`config.mk`:
```
export PLATFORM = sky130hd
export DESIGN_NAME = bf16_widen
export DESIGN_NICKNAME = d
export VERILOG_FILES = /design/src/rtl/bfw_pkg.sv /design/src/rtl/bfw_deser.sv /design/src/rtl/bfw_unpack.sv /design/src/rtl/bf16_widen.sv
export SDC_FILE = /design/constraint.sdc
export NUM_CORES = 1
export LEC_CHECK = 0
export BUFFER_PORTS_ARGS = -buffer_cell sky130_fd_sc_hd__clkbuf_2
export CORE_UTILIZATION = 35
export CTS_CLUSTER_SIZE = 20
export DETAILED_ROUTE_END_ITERATION = 10
export SLEW_MARGIN = 0
export SYNTH_ARGS = -nofsm -noshare
export SYNTH_HDL_FRONTEND = slang
export SYNTH_SLANG_ARGS = --single-unit
```
`constraint.sdc`:
```
create_clock -name clk -period 3.1 [get_ports clk]
set_input_delay 0.31 -clock clk [delete_from_list [all_inputs] [get_ports clk]]
set_output_delay 0.31 -clock clk [all_outputs]
set_load 0.1 [all_outputs]
```
`src/rtl/bfw_pkg.sv`:
```
package bfw_pkg;
  localparam int BF_W      = 16;
  localparam int EXP_W     = 8;
  localparam int SP_W      = 32;
  localparam int CLS_N     = 5;
  // one-hot class positions, MSB..LSB = zero, sub, norm, inf, nan
  localparam int CLS_ZERO  = 4;
  localparam int CLS_SUB   = 3;
  localparam int CLS_NORM  = 2;
  localparam int CLS_INF   = 1;
  localparam int CLS_NAN   = 0;
endpackage

```
`src/rtl/bfw_deser.sv`:
```
module bfw_deser #(
  parameter int WORD_W = 16
) (
  input  logic              clk,
  input  logic              rst,
  input  logic              bit_vld,
  input  logic              bit_in,
  output logic              word_rdy,
  output logic [WORD_W-1:0] word_out
);
  localparam int CNT_W = $clog2(WORD_W);
  localparam logic [CNT_W-1:0] LAST = CNT_W'(WORD_W - 1);

  logic [CNT_W-1:0]  cnt_q;
  logic [WORD_W-1:0] shreg_q;
  logic              rdy_q;

  always_ff @(posedge clk) begin
    if (rst) begin
      cnt_q   <= '0;
      shreg_q <= '0;
      rdy_q   <= 1'b0;
    end else begin
      rdy_q <= 1'b0;
      if (bit_vld) begin
        shreg_q <= {shreg_q[WORD_W-2:0], bit_in};
        if (cnt_q == LAST) begin
          cnt_q <= '0;
          rdy_q <= 1'b1;
        end else begin
          cnt_q <= cnt_q + 1'b1;
        end
      end
    end
  end

  assign word_rdy = rdy_q;
  assign word_out = shreg_q;
endmodule

```
`src/rtl/bfw_unpack.sv`:
```
module bfw_unpack
  import bfw_pkg::*;
#(
  parameter int IN_W  = BF_W,
  parameter int EW    = EXP_W,
  parameter int OUT_W = SP_W
) (
  input  logic [IN_W-1:0]  raw,
  output logic [OUT_W-1:0] wide,
  output logic [CLS_N-1:0] cls
);
  localparam int FW     = IN_W - 1 - EW;
  localparam int OUT_FW = OUT_W - 1 - EW;
  localparam int PAD_W  = OUT_FW - FW;

  logic          sgn;
  logic [EW-1:0] expf;
  logic [FW-1:0] frac;
  logic          exp_max, exp_min, frac_nz;

  always_comb begin
    sgn     = raw[IN_W-1];
    expf    = raw[IN_W-2 -: EW];
    frac    = raw[FW-1:0];
    exp_max = &expf;
    exp_min = ~|expf;
    frac_nz = |frac;

    // fields carry over verbatim; low fraction bits are padded with zeros
    wide = {sgn, expf, frac, {PAD_W{1'b0}}};

    cls = '0;
    if (exp_max)      cls[frac_nz ? CLS_NAN : CLS_INF]  = 1'b1;
    else if (exp_min) cls[frac_nz ? CLS_SUB : CLS_ZERO] = 1'b1;
    else              cls[CLS_NORM]                     = 1'b1;
  end
endmodule

```
`src/rtl/bf16_widen.sv`:
```
module bf16_widen
  import bfw_pkg::*;
#(
  parameter int IN_W      = BF_W,
  parameter int EW        = EXP_W,
  parameter int OUT_W     = SP_W,
  parameter bit SERIAL_EN = 1'b1
) (
  input  logic             clk,
  input  logic             rst,
  input  logic             in_valid,
  input  logic [IN_W-1:0]  in_word,
  input  logic             ser_valid,
  input  logic             ser_bit,
  output logic             out_valid,
  output logic [OUT_W-1:0] out_word,
  output logic             is_zero,
  output logic             is_sub,
  output logic             is_norm,
  output logic             is_inf,
  output logic             is_nan
);
  logic              ser_rdy;
  logic [IN_W-1:0]   ser_word;
  logic [IN_W-1:0]   src;
  logic [OUT_W-1:0]  wide;
  logic [CLS_N-1:0]  cls;
  logic              load;
  logic [OUT_W-1:0]  word_q;
  logic [CLS_N-1:0]  cls_q;
  logic              vld_q;

  generate
    if (SERIAL_EN) begin : g_ser
      bfw_deser #(.WORD_W(IN_W)) u_deser (
        .clk      (clk),
        .rst      (rst),
        .bit_vld  (ser_valid),
        .bit_in   (ser_bit),
        .word_rdy (ser_rdy),
        .word_out (ser_word)
      );
    end else begin : g_noser
      assign ser_rdy  = 1'b0;
      assign ser_word = '0;
    end
  endgenerate

  // parallel strobe wins a same-cycle collision; the serial word is dropped
  assign src  = in_valid ? in_word : ser_word;
  assign load = in_valid | ser_rdy;

  bfw_unpack #(.IN_W(IN_W), .EW(EW), .OUT_W(OUT_W)) u_unpack (
    .raw  (src),
    .wide (wide),
    .cls  (cls)
  );

  always_ff @(posedge clk) begin
    if (rst) begin
      vld_q  <= 1'b0;
      word_q <= '0;
      cls_q  <= '0;
    end else begin
      vld_q <= load;
      if (load) begin
        word_q <= wide;
        cls_q  <= cls;
      end
    end
  end

  assign out_valid = vld_q;
  assign out_word  = word_q;
  assign is_zero   = cls_q[CLS_ZERO];
  assign is_sub    = cls_q[CLS_SUB];
  assign is_norm   = cls_q[CLS_NORM];
  assign is_inf    = cls_q[CLS_INF];
  assign is_nan    = cls_q[CLS_NAN];
endmodule

```
* Word-level counts from Yosys, hierarchy flattened
Cells that the tools add are included.
** Word-level totals
- Logic and storage cells :: 33
- Output and inout bits :: 38
- Bits of input ports :: 21
- Register bits after elaboration :: 43
** Cells by class
- Reduce and logical (&&, ||, !) cells :: 6
- $add $sub $neg :: 1
- Muxes and demuxes :: 13
- Magnitude comparators :: 4
- Eq/ne operators :: 1
- Bitwise operators :: 2
** Operators with widths (number)
- 32-bit by 1-bit >= comparator with 1-bit output (second input constant) :: 2
- 32-bit by 5-bit < comparator with 1-bit output (second input constant) :: 2
- 16-bit two-way mux :: 1
- 8-bit AND reduction :: 1
- 8-bit OR reduction :: 1
- 7-bit OR reduction :: 1
- 1-bit demux with 3-bit select :: 2
- 1-bit two-way mux :: 5
- 5-bit two-way mux :: 1
- 4-bit by 1-bit adder with 4-bit output (second input constant) :: 1
- 4-bit equality test (second input constant) :: 1
- 2-bit two-way mux :: 2
- 4-bit two-way mux :: 1
- 3-bit two-way mux :: 1
- 1-bit logical AND :: 2
- 2-bit OR reduction :: 1
- 1-bit inverter :: 1
- 1-bit bitwise OR :: 1

* Longest topological paths before layout
- Word-level depth :: 9
- Mapped depth :: 6
- Depth with buffers taken out :: 5

* By module
From an unflattened synthesis, not the netlist that was laid out.
** Second synthesis, totals
- Cells, all modules :: 311
- Area, all modules :: 2940.3 sq um
** Modules (own cells, without submodules)
- bf16_widen :: instances 1, sequential area each 760.7 sq um, area an instance 1786.7 sq um, cells each 189
- bfw_deser :: instances 1, sequential area each 420.4 sq um, area an instance 813.3 sq um, cells each 74
- bfw_unpack :: instances 1, sequential area each 0.0 sq um, area an instance 340.3 sq um, cells each 48

* Least setup slack after synthesis
OpenSTA, ideal clock, no wires.
- Path type :: input -> register
- Start point :: in in_valid
- End point :: reg cls_q[2]
- Data arrival time :: 1.313 ns
- Setup time :: 0.116 ns
- Setup slack :: 1.671 ns
- Required time :: 2.984 ns
- Path buffers :: 1
- Cell stages on the path :: 5
- Cells stage by stage :: buf_4 -> or4b_1 -> o22ai_1 -> nand4_1 -> a31o_1
** On the way
- Word-level cells in the longest chain between the ends :: 9
- Elaborated cells between the ends (all ways) :: 19
- Classes of those cells :: order compare: 4; mux: 9; bitwise: 1; reduce/logical: 5
** Ends and longest elaborated chain
- from (decl) :: RTL line bf16_widen.sv:11 : input logic in_valid,
- 16-bit two-way mux :: RTL line bf16_widen.sv:50 : assign src = in_valid ? in_word : ser_word;
- 7-bit OR reduction :: RTL line bfw_unpack.sv:27 : frac_nz = |frac;
- 3-bit two-way mux :: RTL line bfw_unpack.sv:34 : else if (exp_min) cls[frac_nz ? CLS_SUB : CLS_ZERO] = 1'b1;
- 32-bit by 1-bit >= comparator with 1-bit output (not written as such) or 32-bit by 5-bit < comparator with 1-bit output (tied branches) :: RTL line bfw_unpack.sv:34
- 1-bit logical AND (not written as such) :: RTL line bfw_unpack.sv:34
- 1-bit two-way mux :: RTL line bfw_unpack.sv:34
- 1-bit demux with 3-bit select
- 1-bit two-way mux :: RTL line bfw_unpack.sv:34
- 5-bit two-way mux :: RTL line bfw_unpack.sv:33 : if (exp_max) cls[frac_nz ? CLS_NAN : CLS_INF] = 1'b1;
- to (signal assigned) :: RTL line bf16_widen.sv:68 : cls_q <= cls;
- to (decl) :: RTL line bf16_widen.sv:30 : logic [CLS_N-1:0] cls_q;
Several ways; a longest one is shown, not always the timed one.
A chain may end at the register's enable or synchronous reset.

* Worst setup path in the final report
- Start point :: in in_valid
- End point :: reg cls_q[3]
** On the way
- Word-level cells in the longest chain between the ends :: 9
- Elaborated cells between the ends (all ways) :: 19
- Classes of those cells :: order compare: 4; mux: 9; bitwise: 1; reduce/logical: 5
** Ends and longest elaborated chain (RTL line)
- 16-bit two-way mux :: bf16_widen.sv:50
- 7-bit OR reduction :: bfw_unpack.sv:27
- 3-bit two-way mux :: bfw_unpack.sv:34
- 32-bit by 1-bit >= comparator with 1-bit output (not written as such) or 32-bit by 5-bit < comparator with 1-bit output (tied branches) :: bfw_unpack.sv:34
- 1-bit logical AND (not written as such) :: bfw_unpack.sv:34
- 1-bit two-way mux :: bfw_unpack.sv:34
- 1-bit demux with 3-bit select
- 2-bit two-way mux :: bfw_unpack.sv:34
- 5-bit two-way mux :: bfw_unpack.sv:33
Several ways; a longest one is shown, not always the timed one.

==> key figures <==
Clocking
  • TritonCTS clock tree: built
  • Reg clk slew, reported paths: ~0.080 ns
  • Post-CTS resize count: 0
  • CTS HTree Levels: 2
  • CTS Hold Buffers Added: 0
  • Clock network latency to the later pin of the worst-skew pair: 0.29 ns
  • Root Driver: clkbuf_8
  • Clock sink total: between 40 and 50
  • Setup Buffers After CTS: 0
  • CTS Buf Count: 5
  • Clock Path Buffers: 2

STA
  • Fin. max-slew vios: 0
  • RSZ-0062 raised after global routing: false
  • Worst Clk Skew: roughly 0.011 ns
  • Final Hold Vio Count: 0
  • Fin crit share: 56.5%
  • Final Critical Period: roughly 1.8 ns
  • Measured slew at the worst slew-check pin: between 0.8 and 0.9 ns
  • Fmax achieved: between 500 and 600 MHz
  • Final Setup Violations: 0
  • Setup_tns: 0 ns
  • Max-slew headroom: approximately 44%

Logic synthesis
  • Cells after Synth: roughly 220
  • Synth Area per Inst: 8.92 um^2
  • Synth Warn #: 0
  • Post-synthesis compound-gate area fraction: under 10%
  • Multiplexer share of the synthesized area: between 10% and 20%
  • Xor/xnor share of the synthesized area: less than 1%
  • Register area share after synthesis: between 40% and 50%
  • Post-synthesis simple-gate area fraction: about a fifth
  • Post-Synthesis Cell Area: 1950 um^2
  • Post-Synth Adder-Cell Area: less than 1%
  • Yosys reg bits: 43
  • Library cells used by synthesis: 34
  • Largest family of logic cells by synthesized area: simple AND/OR/NAND/NOR gates

Worst hold path
  • Worst hold-check path type: in -> reg
  • WHS Path Cells: 3

Cells and area
  • Final std cells w/o fill: between 300 and 400
  • Area of the multi-input gates: between 900 and 1000 um^2
  • Layout cells sized above 1: between 20% and 30%
  • # diodes: 0
  • Fillers: approximately 560
  • P&R area growth vs syn: 14.2%
  • Fin nets: 275
  • Reg area: around 860 um^2

Global routing
  • Gr usage total: between 10 and 15%
  • Largest net degree at the start of global routing: 44
  • Initial antenna violation count: 0
  • First-pass GRT wire length: 6.56 mm
  • Congestion Overflow GR: 0
  • Vias in the first global route: approximately 1.4k

Placement
  • Final GP Congestion: ~0.76
  • Placed cells: approximately 320
  • Port Buf Inserts: 42
  • Hpwl dp: approximately 2.7 mm

Route
  • # DRC: 0
  • TritonRoute pass-1 iters: 4
  • Post-Route WL: approximately 4 mm
  • Remaining antenna violation count after routing: 0
  • Per-cell routed wire length: roughly 12 um
  • Routed via count: around 1.5k
  • Via density per instance: 4.66
  • DR iter-0 viols: 60

Pwr
  • Comb pwr share: around a quarter
  • Clk pwr share: between 30% and 40%
  • Reg power frac: around 46%
  • Leak Pwr: roughly 0.97 nW
  • PD cells: between 500 and 600 nW/um^2
  • P_int: between 0.8 and 0.9 mW
  • NetSw: 0.451 mW
  • Worst IR Drop VDD: ~0.00021 V
  • Switch share: between 30% and 40%

Floorplanning
  • Top-level port count: just under 60
  • Core area: ~5200 um^2
  • Starting Density: between 30 and 40%
  • Die Height: around 77 um
  • FP Rows: 26
  • Total die area: around 6000 um^2
  • Die width: 76.7 um

Job
  • Max-Cap Viols: 0

Setup path
  • Critical path startpoint category: input pin
  • Worst EP required: approximately 3.3 ns
  • Worst Setup Path Type: in -> reg
  • Critical Path AT: approximately 2.0 ns
  • Worst r2r path cells: 3
  • Setup crit end kind: register
  • Largest fanout on the critical path: 37

Run status
  • Outcome: completed
Yosys cell counts:
library cell	instances	share of area (%)
nor2_1	48	9.2
dfxtp_1	43	44
mux2i_1	28	14
buf_4	17	6.5
a21oi_1	11	2.8
clkbuf_1	7	1.3
nand2_1	6	1.2
nor2b_1	6	1.9
nor3_1	6	1.5
a211oi_1	5	1.9
buf_2	4	1.0
nand3b_1	4	1.5
o31ai_1	4	1.5
mux2_2	3	1.7
buf_1	2	0.38
nand3_1	2	0.51
nand4_1	2	0.64
nor3b_1	2	0.77
o22ai_1	2	0.64
or4_1	2	0.77
or4b_1	2	1.0
a31o_1	1	0.45
conb_1	1	0.19
ha_1	1	0.64
inv_1	1	0.19
nand2b_1	1	0.32
nor4_1	1	0.32
o2111ai_1	1	0.45
o21a_1	1	0.38
o21ai_0	1	0.26
o21ai_1	1	0.26
or2_2	1	0.32
or3_1	1	0.32
xor2_1	1	0.45
power by group through the flow:
stage	registers [mW]	clock network, mW	logic, mW
3_3_place_gp	0.594	0	0.298
3_5_place_dp	0.594	0	0.298
2_1_floorplan	0.699	0	0.169
5_1_grt	0.584	0.435	0.312
4_1_cts	0.581	0.404	0.299
6_report	0.581	0.395	0.298
per-layer routing:
layer / vias up / wire length [um] / GRT usage, %
met3: 4 / 181 / 4.29
met4: 0 / 42 / 6.15
met5: - / 0 / 0
met2: 42 / 1690 / 20.3
li1: 782 / - / -
met1: 682 / 2000 / 18.9
registers in the layout, indices dropped and copies added (netlist names):
| name | cells |
|---|---|
| g_ser.u_deser.cnt_q | 4 |
| cls_q | 5 |
| g_ser.u_deser.word_rdy | 1 |
| out_word | 16 |
| out_valid | 1 |
| g_ser.u_deser.word_out | 16 |
through the flow:
step / cell area (um^2) / util (%) / total power [mW] / setup slack [ns] / hold slack (ns)
after floorplan: 2010 / - / 0.868 / 1.67 / 0.433
after global placement: 2130 / 40.6 / 0.892 / 1.10 / 0.455
after detailed placement: 2130 / 40.6 / 0.893 / 1.05 / 0.462
after CTS: 2230 / 42.6 / 1.28 / 1.37 / 0.249
after global routing: 2230 / 42.6 / 1.33 / 1.23 / 0.264
final: 2230 / 42.6 / 1.27 / 1.35 / 0.255
cells by family after synthesis:
group                    after synthesis
adder cells (fa/ha/maj)                1
AO/OA/AOI/OAI                         27
multiplexers                          31
XOR/XNOR                               1
buffers and inverters                 31
flip-flops                            43
other                                  1
AND/OR/NAND/NOR                       84
cell usage in the layout (no fill, tap or decap), drive strengths merged:
| cell | n |
|---|---|
| clkbuf | 49 |
| nor3b | 2 |
| nor3 | 6 |
| nor2 | 48 |
| mux2 | 3 |
| xor2 | 1 |
| nand2b | 1 |
| o22ai | 2 |
| o21a | 1 |
| dfxtp | 43 |
| o21ai | 2 |
| a31o | 1 |
| conb | 16 |
| nand3 | 2 |
| o2111ai | 1 |
| nor4 | 1 |
| or3 | 1 |
| a21oi | 11 |
| ha | 1 |
| nand3b | 4 |
| or4b | 2 |
| or2 | 1 |
| nand4 | 2 |
| o31ai | 4 |
| nor2b | 6 |
| inv | 1 |
| mux2i | 28 |
| nand2 | 6 |
| clkinvlp | 1 |
| a211oi | 5 |
| or4 | 2 |
final timing paths:
kind | start | to | slack (ns)
worst max-delay path | in_valid | cls_q[3]$_SDFFE_PP0P_ | 1.35
worst min-delay path | ser_bit | g_ser.u_deser.word_out[0]$_SDFFE_PP0P_ | 0.26
worst max register to register | g_ser.u_deser.word_rdy$_SDFF_PP0_ | cls_q[1]$_SDFFE_PP0P_ | 1.45
worst min register to register | g_ser.u_deser.cnt_q[3]$_SDFFE_PP0P_ | g_ser.u_deser.word_rdy$_SDFF_PP0_ | 0.48
layout make-up:
type,instances,share of cell area (%)
Multi-Input combinational cell,160,43.2
Sequential cell,43,38.6
Timing Repair Buffer,42,9.43
Clock buffer,7,4.32
Tap cell,70,3.93
Clock inverter,1,0.337
Inverter,1,0.168
critical path, cell delays in order:
cell and delay [ns]:
clkbuf_2 0.53, or4b_1 0.49, o22ai_1 0.15, nand4_1 0.20, o31ai_1 0.27
(Power assumes the default switching activity.)
